===== config.mk =====
export PLATFORM = sky130hd
export DESIGN_NAME = tick_timebase
export DESIGN_NICKNAME = d
export VERILOG_FILES = /design/src/rtl/tick_timebase_pkg.sv /design/src/rtl/tb_setting_regs.sv /design/src/rtl/tb_divider.sv /design/src/rtl/tb_main_counter.sv /design/src/rtl/tick_timebase.sv
export SDC_FILE = /design/constraint.sdc
export NUM_CORES = 1
export LEC_CHECK = 0
export CORE_ASPECT_RATIO = 1.75
export CORE_MARGIN = 3
export CORE_UTILIZATION = 58
export CTS_BUF_LIST = sky130_fd_sc_hd__clkbuf_4
export CTS_CLUSTER_DIAMETER = 60
export DETAILED_ROUTE_END_ITERATION = 16
export GPL_TIMING_DRIVEN = 0
export PLACE_DENSITY = 0.87
export SLEW_MARGIN = 20
export SYNTH_ARGS = -nofsm -noshare
export SYNTH_HDL_FRONTEND = slang
export SYNTH_SLANG_ARGS = --single-unit

===== constraint.sdc =====
create_clock -name clk -period 7.3 [get_ports clk]
set_clock_uncertainty 0.2 [all_clocks]
set_input_delay 1.46 -clock clk [delete_from_list [all_inputs] [get_ports clk]]
set_output_delay 1.46 -clock clk [all_outputs]
set_load 0.05 [all_outputs]

===== src/rtl/tick_timebase_pkg.sv =====
package tick_timebase_pkg;
  localparam int unsigned CNT_W  = 16;
  localparam int unsigned ADDR_W = 2;

  typedef enum logic [ADDR_W-1:0] {
    SEL_COUNT  = 2'd0,
    SEL_DIV    = 2'd1,
    SEL_LIMIT  = 2'd2,
    SEL_UNUSED = 2'd3
  } reg_sel_e;
endpackage


===== src/rtl/tb_setting_regs.sv =====
module tb_setting_regs
  import tick_timebase_pkg::*;
#(
  parameter int unsigned W = CNT_W
) (
  input  logic              clk,
  input  logic              rst_n,
  input  logic              wr_en_i,
  input  logic [ADDR_W-1:0] wr_addr_i,
  input  logic [W-1:0]      wr_data_i,
  input  logic              load_i,
  output logic [W-1:0]      div_stage_o,
  output logic [W-1:0]      lim_stage_o,
  output logic [W-1:0]      div_work_o,
  output logic [W-1:0]      lim_work_o
);
  logic [W-1:0] div_next, lim_next;

  // A write in the same cycle as a load is forwarded into the working copy
  always_comb begin
    div_next = div_stage_o;
    lim_next = lim_stage_o;
    if (wr_en_i && reg_sel_e'(wr_addr_i) == SEL_DIV)   div_next = wr_data_i;
    if (wr_en_i && reg_sel_e'(wr_addr_i) == SEL_LIMIT) lim_next = wr_data_i;
  end

  always_ff @(posedge clk or negedge rst_n) begin
    if (!rst_n) begin
      div_stage_o <= '0;
      lim_stage_o <= '0;
      div_work_o  <= '0;
      lim_work_o  <= '0;
    end else begin
      div_stage_o <= div_next;
      lim_stage_o <= lim_next;
      if (load_i) begin
        div_work_o <= div_next;
        lim_work_o <= lim_next;
      end
    end
  end

  AST_WORK_HOLD: assert property (@(posedge clk) disable iff (!rst_n)
    !load_i |=> ($stable(div_work_o) && $stable(lim_work_o)));

  AST_LOAD_FWD: assert property (@(posedge clk) disable iff (!rst_n)
    (load_i && wr_en_i && reg_sel_e'(wr_addr_i) == SEL_LIMIT)
      |=> (lim_work_o == $past(wr_data_i)));
endmodule


===== src/rtl/tb_divider.sv =====
module tb_divider
  import tick_timebase_pkg::*;
#(
  parameter int unsigned W = CNT_W
) (
  input  logic         clk,
  input  logic         rst_n,
  input  logic         clear_i,
  input  logic [W-1:0] ratio_i,
  output logic         tick_o
);
  logic [W-1:0] phase;

  assign tick_o = (phase == ratio_i);

  always_ff @(posedge clk or negedge rst_n) begin
    if (!rst_n)                 phase <= '0;
    else if (clear_i || tick_o) phase <= '0;
    else                        phase <= phase + 1'b1;
  end

  AST_PHASE_BOUND: assert property (@(posedge clk) disable iff (!rst_n)
    phase <= ratio_i);

  AST_PHASE_CLEAR: assert property (@(posedge clk) disable iff (!rst_n)
    clear_i |=> (phase == '0));
endmodule


===== src/rtl/tb_main_counter.sv =====
module tb_main_counter
  import tick_timebase_pkg::*;
#(
  parameter int unsigned W = CNT_W
) (
  input  logic         clk,
  input  logic         rst_n,
  input  logic         tick_i,
  input  logic [W-1:0] limit_i,
  input  logic         restart_i,
  input  logic         wr_i,
  input  logic [W-1:0] wr_data_i,
  output logic [W-1:0] count_o,
  output logic         event_o,
  output logic         update_o
);
  logic limit_zero, wrap;

  assign limit_zero = (limit_i == '0);
  assign wrap       = tick_i && !limit_zero && (count_o >= limit_i);
  assign event_o    = wrap || restart_i;

  always_ff @(posedge clk or negedge rst_n) begin
    if (!rst_n) begin
      count_o  <= '0;
      update_o <= 1'b0;
    end else begin
      update_o <= event_o;
      if (event_o)                  count_o <= '0;
      else if (wr_i)                count_o <= wr_data_i;
      else if (tick_i && !limit_zero) count_o <= count_o + 1'b1;
    end
  end

  AST_FROZEN: assert property (@(posedge clk) disable iff (!rst_n)
    (limit_zero && !restart_i && !wr_i) |=> $stable(count_o));

  AST_WRITE_LANDS: assert property (@(posedge clk) disable iff (!rst_n)
    (wr_i && !event_o) |=> (count_o == $past(wr_data_i) && !update_o));
endmodule


===== src/rtl/tick_timebase.sv =====
module tick_timebase
  import tick_timebase_pkg::*;
#(
  parameter int unsigned W = CNT_W
) (
  input  logic              clk,
  input  logic              rst_n,
  input  logic              wr_en_i,
  input  logic [ADDR_W-1:0] wr_addr_i,
  input  logic [W-1:0]      wr_data_i,
  input  logic [ADDR_W-1:0] rd_addr_i,
  output logic [W-1:0]      rd_data_o,
  input  logic              sw_update_i,
  input  logic              ext_trig_i,
  output logic [W-1:0]      count_o,
  output logic              update_o
);
  logic [W-1:0] div_stage, lim_stage, div_work, lim_work;
  logic         tick, upd_event, restart, cnt_wr;

  assign restart = sw_update_i || ext_trig_i;
  assign cnt_wr  = wr_en_i && reg_sel_e'(wr_addr_i) == SEL_COUNT;

  tb_setting_regs #(.W(W)) u_regs (
    .clk(clk), .rst_n(rst_n),
    .wr_en_i(wr_en_i), .wr_addr_i(wr_addr_i), .wr_data_i(wr_data_i),
    .load_i(upd_event),
    .div_stage_o(div_stage), .lim_stage_o(lim_stage),
    .div_work_o(div_work), .lim_work_o(lim_work)
  );

  tb_divider #(.W(W)) u_div (
    .clk(clk), .rst_n(rst_n), .clear_i(upd_event),
    .ratio_i(div_work), .tick_o(tick)
  );

  tb_main_counter #(.W(W)) u_cnt (
    .clk(clk), .rst_n(rst_n), .tick_i(tick), .limit_i(lim_work),
    .restart_i(restart), .wr_i(cnt_wr), .wr_data_i(wr_data_i),
    .count_o(count_o), .event_o(upd_event), .update_o(update_o)
  );

  always_comb begin
    unique case (reg_sel_e'(rd_addr_i))
      SEL_COUNT: rd_data_o = count_o;
      SEL_DIV:   rd_data_o = div_stage;
      SEL_LIMIT: rd_data_o = lim_stage;
      default:   rd_data_o = '0;
    endcase
  end

  AST_RESTART_PULSE: assert property (@(posedge clk) disable iff (!rst_n)
    restart |=> update_o);

  AST_PULSE_ZERO: assert property (@(posedge clk) disable iff (!rst_n)
    update_o |-> (count_o == '0));

  AST_EVENT_WINS: assert property (@(posedge clk) disable iff (!rst_n)
    (restart && cnt_wr) |=> (count_o == '0));
endmodule


# == Word-level counts from Yosys, hierarchy flattened ==
# Cells that the tools add are included.
# totals
register_bits,97
in_bits,25
output_inout_bits,33
elab_cells,35
# op_classes
add_sub_neg,2
order_cmp,1
eq_ne,5
muxes,7
n_reduce_logical,13
# op_table
op,count
16-bit 2-to-1 mux,6
16-bit case mux with 3 select lines,1
16-bit by 1-bit adder with 16-bit output (second input constant),2
16-bit equality test,1
16-bit >= comparator,1
16-bit zero test,1
1-bit logical AND,5
2-bit by 1-bit equality test with 1-bit output (second input constant),2
2-bit equality test (second input constant),2
2-bit zero test,2
1-bit logical OR,3
3-bit nonzero test,1
1-bit zero test,1

# == Logic depth before layout (Yosys ltp) ==
# Gate-level depths: netlist (run 1).
# logic_depth
depth_word,7
depth_mapped,12
depth_no_buf,10

# == Hierarchy ==
# A second synthesis (run 1) with hierarchy kept.
# unflattened
cells_unflattened,550
hier_area_um2,5266.3
# by_module_without_submodules
mod,n_inst,cells_per_inst,area_each_um2,seq_area_each_um2
tb_setting_regs,1,241,2392.3,1601.5
tb_main_counter,1,168,1496.4,425.4
tb_divider,1,100,982.2,400.4
tick_timebase,1,41,395.4,0.0

# == Worst setup path after synthesis (run 1) ==
# OpenSTA, ideal clock, no wires.
# synth_path
kind,input to output
startpoint,input port rd_addr_i[0]
endpoint,output port rd_data_o[10]
t_arrival_ns,3.520
t_required_ns,5.640
slack_ns,2.120
path_stages,4
path_buffers,2
cell_sequence,clkbuf_1 clkbuf_1 mux2i_1 o21ai_0
# synth_via
elab_chain_cells,2
elab_cells_between_ends,4
classes_between,eq/ne (2); mux (1); reduce/logical (1)
# synth_lines
element,line_no,text
start: declaration,tick_timebase.sv:11,"input logic [ADDR_W-1:0] rd_addr_i,"
"2-bit equality test, or another cell as far along",tick_timebase.sv:44,unique case (reg_sel_e'(rd_addr_i))
16-bit case mux with 3 select lines *,tick_timebase.sv:44,
end: declaration,tick_timebase.sv:12,"output logic [W-1:0] rd_data_o,"
# Every way passes the cells marked *; elsewhere a longest branch is shown, timed or not.

# == Final worst setup path (run 1) ==
# layout_path
startpoint,input port rd_addr_i[1]
endpoint,output port rd_data_o[7]
# The elaborated chain is that of the path after synthesis.

==> flow_metrics.py, run 1 <==
metrics = {
    "critical_path": {
        "cp-end-kind": "output port",
        "cp-start-kind": "primary input",
        "crit_required_ns": 5.64,
        "worstSetupPathType": "in -> out",
        "path_max_fanout": 10,
        "worstPathArrival_ns": 4.08,
    },
    "floorplan": {
        "placementRows": 44,
        "die-area_sq_um": 10100,
        "die_x_microns": 77.1,
        "core-area_sq_um": 8480,
        "die_h_microns": 130,
        "initial_utilization_pct": 60.6,
        "io_pins": 58,
    },
    "pwr": {
        "power_leakage_nw": 2.57,
        "power_density_nw_per_um2": 223,
        "vdd_drop_max_uv": 155,
    },
    "sta": {
        "rsz0062_at_grt": "no",
        "setup_viol": 0,
        "tightest_slew_ns": 0.757,
        "fin_setup_tns_ns": 0,
        "slew_violations": 0,
        "hold_viol": 0,
        "fmax_ghz": 0.174,
        "fin_crit_sh_pct": 78.6,
        "layout_min_cycle_time_ns": 5.74,
        "max-slew-margin-rel_pct": 49.5,
    },
    "place": {
        "postPlaceCellArea_sq_um": 5870,
        "io_buffers": 56,
        "hpwl_microns": 10100,
        "finalWeightedCongestion": 0.933,
    },
    "cts": {
        "insertion_delay_ns": 0.46,
        "postCtsSetupRepairBufs": 0,
        "htree_levels": 3,
        "cts.reportedPaths.clkPinSlew_ns": 0.13,
        "clock_tree.buffer_depth": 2,
        "cts_tree": "done",
        "numClockSinks": 97,
        "ctsResizeCount": 0,
        "cts_buffers": 9,
        "cts_root_buf": "clkbuf_4",
        "cts_hold_buf": 0,
    },
    "drt": {
        "drcViolationCount": 0,
        "via_per_inst": 5.96,
        "drtIter0Drc": 350,
        "ant_nets": 0,
        "wl_microns": 12800,
        "drt-wirelength-per-cell_microns": 19.2,
        "vias": 3960,
        "firstDrtPassIters": 4,
    },
    "grt": {
        "grt_pass1_vias": 4259,
        "grt_max_degree": 66,
        "antenna_found_initial": 0,
        "grt_usage_pct": 27.1,
        "grt_overflow": 0,
        "grt_pass1_wl_microns": 20800,
    },
    "synthesis": {
        "syn_area_per_cell_sq_um": 10.8,
        "synth_common_cells": "97 x dfrtp_1, 42 x nor2_1, 34 x mux2_2, 32 x nand2_1, 27 x xnor2_1",
        "synth-main-ff-cell": "dfrtp_1",
        "ys_types": 45,
        "synth_nets": 519,
        "synth_edf_count": 0,
        "yosys_register_bits": 97,
        "ys_top_cells_by_area": "dfrtp_1 47%, mux2_2 7.5%, xnor2_1 4.6%",
        "yosysWarnings": 0,
        "netlist_area_sq_um": 5130,
        "synthArstFlopShare_pct": 100,
        "synth_top_area_share_pct": 47.3,
        "synth_seq_area_share_pct": 47.3,
        "netlist_instances": 476,
        "synth_top_area_cell": "dfrtp_1",
        "synth.most_common_cell": "dfrtp_1",
    },
    "layout": {
        "drive_gt1_share_pct": 15.1,
        "antenna_cells": 0,
        "fill_cells": 646,
        "final_cell_area_sq_um": 5980,
        "area_delta_synth_final_pct": 16.4,
        "fin_nets": 587,
    },
    "outcome": {
        "outcome": "finished clean",
    },
    "min_path": {
        "hold_class": "reg -> reg",
    },
    "run": {
        "max_cap_violations": 0,
    },
}
## kinds of logic after synthesis
group	share of synthesized area, %
muxes	15.0
AOI/OAI and AO/OA	8.24
DFF	47.3
xor gates and xnor gates	7.14
and+or+nand+nor	13.7
buffers and inverters	4.24
adders and majority gates	4.39
## layer usage
metal | up-vias | wire length [microns] | track usage [%]
li1 | 1818 | - | -
met1 | 1945 | 4710 | 29.9
met2 | 146 | 6950 | 49.0
met3 | 51 | 448 | 2.74
met4 | 0 | 666 | 18.6
met5 | - | 0 | 0
## sequential cells by signal (all words and copies together), names as in the netlist
name / count
u_cnt.count_o: 16
u_cnt.update_o: 1
u_div.phase: 16
u_regs.div_stage_o: 16
u_regs.div_work_o: 16
u_regs.lim_stage_o: 16
u_regs.lim_work_o: 16
## per-stage QoR
stage	std cells	power, mW	utilization [%]	setup slack [ns]	hold WS (ns)
CTS	664	1.34	70.5	1.57	0.354
floorplan	476	0.952	-	2.12	0.292
global placement	647	1.07	68.9	1.18	0.304
global route	664	1.40	70.5	1.46	0.371
finish	664	1.33	70.5	1.56	0.349
detailed placement	648	1.10	69.2	1.58	0.318
## power breakdown
part	internal [mW]	total [mW]	switching (mW)
Clock	0.0718	0.245	0.174
Sequential	0.621	0.692	0.0708
Combinational	0.178	0.398	0.219
Total	0.871	1.33	0.464
## layout by cell type, fill, tap and decap left out, types with 4 or more instances in the layout
master / n
nand3_1: 9
dfrtp_1: 97
xnor2_1: 27
clkdlybuf4s50_1: 55
nor3_1: 19
nor4_1: 6
a21oi_1: 21
inv_1: 21
nor2_1: 42
ha_1: 18
xor2_1: 13
nand2_1: 32
nand4_1: 11
mux2i_1: 16
a211oi_1: 12
mux2_2: 34
and3_1: 4
o21ai_0: 23
clkbuf_4: 10
clkbuf_1: 15
mux2_4: 15
## cell type report
cell class / count / area [sq um] / area share (%)
Buffer: 21 / 124 / 2.07
Multi-Input combinational cell: 335 / 2490 / 41.6
Inverter: 23 / 93.8 / 1.57
Clock inverter: 6 / 35.0 / 0.586
Tap cell: 115 / 144 / 2.41
Clock buffer: 10 / 75.1 / 1.26
Sequential cell: 97 / 2430 / 40.6
Timing Repair Buffer: 57 / 589 / 9.86
## path summary, 6_finish.rpt
path                       slack (ns)                               end  cells after the start                            start
setup / recovery                 1.56                      rd_data_o[7]                      7                     rd_addr_i[1]
hold / removal                   0.35   u_regs.div_stage_o[3]$_DFF_PN0_                      1  u_regs.div_stage_o[3]$_DFF_PN0_
setup reg to reg                 3.85  u_regs.div_work_o[1]$_DFFE_PN0P_                     11    u_cnt.count_o[11]$_DFFE_PN0P_
hold reg to reg                  0.35   u_regs.div_stage_o[3]$_DFF_PN0_                      1  u_regs.div_stage_o[3]$_DFF_PN0_
max in group asynchronous        5.62   u_regs.lim_stage_o[4]$_DFF_PN0_                      2                            rst_n
min in group asynchronous        0.66   u_regs.div_stage_o[9]$_DFF_PN0_                      1                            rst_n
## critical path, stage by stage
cell and delay [ns]:
clkdlybuf4s50_1 0.60, nor2b_1 0.16, clkbuf_1 0.27, clkbuf_1 0.47, nand2_1 0.09, o21ai_0 0.15, clkdlybuf4s50_1 0.87
No activity file was read; power rests on OpenSTA's default activity.
==> run 2, diff against run 1 <==
==> constraint.sdc (replaced) <==
create_clock -name clk -period 5.3 [get_ports clk]
set_clock_uncertainty 0.2 [all_clocks]
set_input_delay 1.06 -clock clk [delete_from_list [all_inputs] [get_ports clk]]
set_output_delay 1.06 -clock clk [all_outputs]
set_load 0.05 [all_outputs]
==> results of run 2 <==
Same layout as run 1 (identical final DEF). Status: finished clean.
Main changes from that run: setup slack after placement 1.58 ns -> 0.377 ns; setup slack after layout 1.56 ns -> 0.359 ns; hold slack 0.349 ns -> 0.261 ns; register-to-register setup slack 3.85 ns -> 1.85 ns; total power 1.33 mW -> 1.84 mW; worst IR drop on VDD 155 uV -> 214 uV
==> run 3, diff against run 2 <==
--- a/config.mk
+++ b/config.mk
@@ -7,12 +7,12 @@
 export LEC_CHECK = 0
 export CORE_ASPECT_RATIO = 1.75
 export CORE_MARGIN = 3
-export CORE_UTILIZATION = 58
+export CORE_UTILIZATION = 53
 export CTS_BUF_LIST = sky130_fd_sc_hd__clkbuf_4
 export CTS_CLUSTER_DIAMETER = 60
 export DETAILED_ROUTE_END_ITERATION = 16
 export GPL_TIMING_DRIVEN = 0
-export PLACE_DENSITY = 0.87
+export PLACE_DENSITY = 0.84
 export SLEW_MARGIN = 20
 export SYNTH_ARGS = -nofsm -noshare
 export SYNTH_HDL_FRONTEND = slang
==> constraint.sdc (replaced) <==
create_clock -name clk -period 4.1 [get_ports clk]
set_clock_uncertainty 0.2 [all_clocks]
set_input_delay 0.82 -clock clk [delete_from_list [all_inputs] [get_ports clk]]
set_output_delay 0.82 -clock clk [all_outputs]
set_load 0.05 [all_outputs]
==> run 3 against run 2 <==
  * Via count shrank 1.3%
  * Cell count increased by 0.90%
  * Highest routed layer unchanged
  * Sequential share of layout area about the same
  * Core utilization down 5.9 points
  * Largest cell class unchanged
  * Final area rose by 0.10%
  * Worst setup slack worse by 0.28 ns
==> flow_metrics.py, run 3 (synthesized netlist as in run 1, its figures left out) <==
metrics = {
    "outcome": {
        "outcome": "finished clean",
    },
    "drt": {
        "wl_microns": 13000,
        "drtIter0Drc": 378,
        "wl_met2_microns": 7170,
        "drcViolationCount": 0,
        "drt-wirelength-per-cell_microns": 19.5,
        "m1WireLength_microns": 4760,
        "via_per_inst": 5.83,
        "firstDrtPassIters": 5,
        "vias": 3908,
        "dr.max_layer_used": "met4",
        "met3_length_microns": 497,
        "ant_nets": 0,
    },
    "sta": {
        "layout_min_cycle_time_ns": 4.02,
        "fin_crit_sh_pct": 98.1,
        "max-slew-margin-rel_pct": 47.1,
        "slew_violations": 0,
        "fmax_ghz": 0.249,
        "rsz0062_at_grt": "no",
        "tightest_slew_ns": 0.793,
        "hold_slack_ns": 0.349,
        "fin_setup_tns_ns": 0,
        "setup_viol": 0,
        "hold_viol": 0,
    },
    "floorplan": {
        "placementRows": 46,
        "core-area_sq_um": 9270,
        "die_x_microns": 80.4,
        "die_h_microns": 136,
        "io_pins": 58,
        "initial_utilization_pct": 55.4,
        "die-area_sq_um": 10900,
    },
    "critical_path": {
        "worstPathArrival_ns": 3.00,
        "path_cells": "clkdlybuf4s50_1 -> nor2b_1 -> clkbuf_1 -> clkbuf_2 -> nand2_1 -> o21ai_0 -> dlygate4sd2_1",
        "worstSetupPathType": "in -> out",
        "cp-start-kind": "primary input",
        "cp-end-kind": "output port",
        "path_max_fanout": 10,
        "critPathSlowestCell": "clkdlybuf4s50_1",
        "max_stage_delay_ns": 0.62,
        "crit_required_ns": 3.08,
    },
    "grt": {
        "grt_pass1_vias": 4214,
        "grt_overflow": 0,
        "grt_usage_pct": 25.7,
        "grt_pass1_wl_microns": 21100,
        "antenna_found_initial": 0,
        "grt_max_degree": 74,
    },
    "cts": {
        "postCtsSetupRepairBufs": 0,
        "htree_levels": 3,
        "cts_tree": "done",
        "cts.reportedPaths.clkPinSlew_ns": 0.14,
        "clock_tree.buffer_depth": 2,
        "numClockSinks": 97,
        "insertion_delay_ns": 0.48,
        "cts_buffers": 9,
        "cts_root_buf": "clkbuf_4",
    },
    "run": {
        "max_cap_violations": 0,
    },
    "layout": {
        "antenna_cells": 0,
        "fill_cells": 728,
        "final_cell_mix": "97 x dfrtp_1, 45 x clkdlybuf4s50_1, 42 x nor2_1",
        "drive_gt1_share_pct": 16.2,
        "regArea_sq_um": 2430,
        "multi_input_area_sq_um": 2490,
        "area_delta_synth_final_pct": 16.5,
        "layout_commonest_cell": "dfrtp_1",
        "fin_nets": 588,
    },
    "place": {
        "io_buffers": 56,
        "finalWeightedCongestion": 0.888,
        "hpwl_microns": 10000,
    },
    "pwr": {
        "power_leakage_nw": 2.60,
        "power_density_nw_per_um2": 400,
        "p_total_mw": 2.40,
        "vdd_drop_max_uv": 301,
    },
    "min_path": {
        "hold_class": "reg -> reg",
    },
}
-- run 3: cell count changes in the layout (fill, tap and decap cells not counted) --
| cell | previous run | this run |
|---|---|---|
| dlygate4sd2_1 | 0 | 4 |
| clkbuf_1 | 15 | 14 |
| inv_6 | 0 | 1 |
| clkdlybuf4s15_1 | 0 | 3 |
| clkdlybuf4s50_1 | 55 | 45 |
| clkinvlp_4 | 0 | 1 |
| clkbuf_2 | 0 | 4 |
| dlygate4sd3_1 | 0 | 1 |
| clkinv_1 | 2 | 0 |
-- run 3: metrics by stage --
step | util [%] | instance area (sq um) | worst slack, ns | cells
global route | 64.6 | 5980 | 0.00532 | 670
detailed placement | 63.4 | 5870 | -0.455 | 653
finish | 64.6 | 5980 | 0.0777 | 670
global placement | 63.1 | 5840 | -1.45 | 652
floorplan | - | 5130 | 0.200 | 476
CTS | 64.7 | 5990 | 0.0386 | 670
-- run 3: final timing paths --
kind                                                  startpoint                                 to  slack (ns)  cells past startpoint
worst min register to register  u_regs.div_stage_o[13]$_DFF_PN0_   u_regs.div_stage_o[13]$_DFF_PN0_        0.35                      1
worst max-delay path                                rd_addr_i[1]                      rd_data_o[12]        0.08                      7
max in group asynchronous                                  rst_n    u_regs.div_stage_o[6]$_DFF_PN0_        2.51                      3
min in group asynchronous                                  rst_n   u_regs.lim_stage_o[10]$_DFF_PN0_        0.54                      2
worst max register to register     u_cnt.count_o[11]$_DFFE_PN0P_  u_regs.div_work_o[12]$_DFFE_PN0P_        0.78                     11
worst min-delay path            u_regs.div_stage_o[13]$_DFF_PN0_   u_regs.div_stage_o[13]$_DFF_PN0_        0.35                      1
-- run 3: area by class of cell --
cell class              instances  share of cell area (%)
well taps                     120                    2.51
repair buffers                 58                    9.68
multi-input cells             335                    41.6
flip-flops and latches         97                    40.6
clock buffers                  10                    1.25
inverters                      23                    1.57
clock inverters                 6                   0.732
plain buffers                  21                    2.09
-- run 3: where the power goes --
part	switching [mW]	total (mW)	internal, mW
registers	0.122	1.23	1.11
clock network	0.333	0.466	0.134
logic	0.393	0.703	0.309
total	0.848	2.40	1.55
-- run 3: worst max-delay path, delay by kind of cell --
kind | cells | cell delay, ns
buffers and inverters | 4 | 1.82
and+or+nand+nor | 2 | 0.26
AOI/OAI and AO/OA | 1 | 0.09
-- run 3: layer usage --
layer	global-route usage, %	up-vias
li1	-	1811
met1	28.1	1913
met2	46.2	138
met3	3.25	46
met4	15.5	0
met5	0	-
-- run 3: timing repair --
item	CTS	global route
resized for setup	11	12
endpoints found under the hold margin	24	0
hold buffers	1	0
endpoints found under the setup margin	10	6
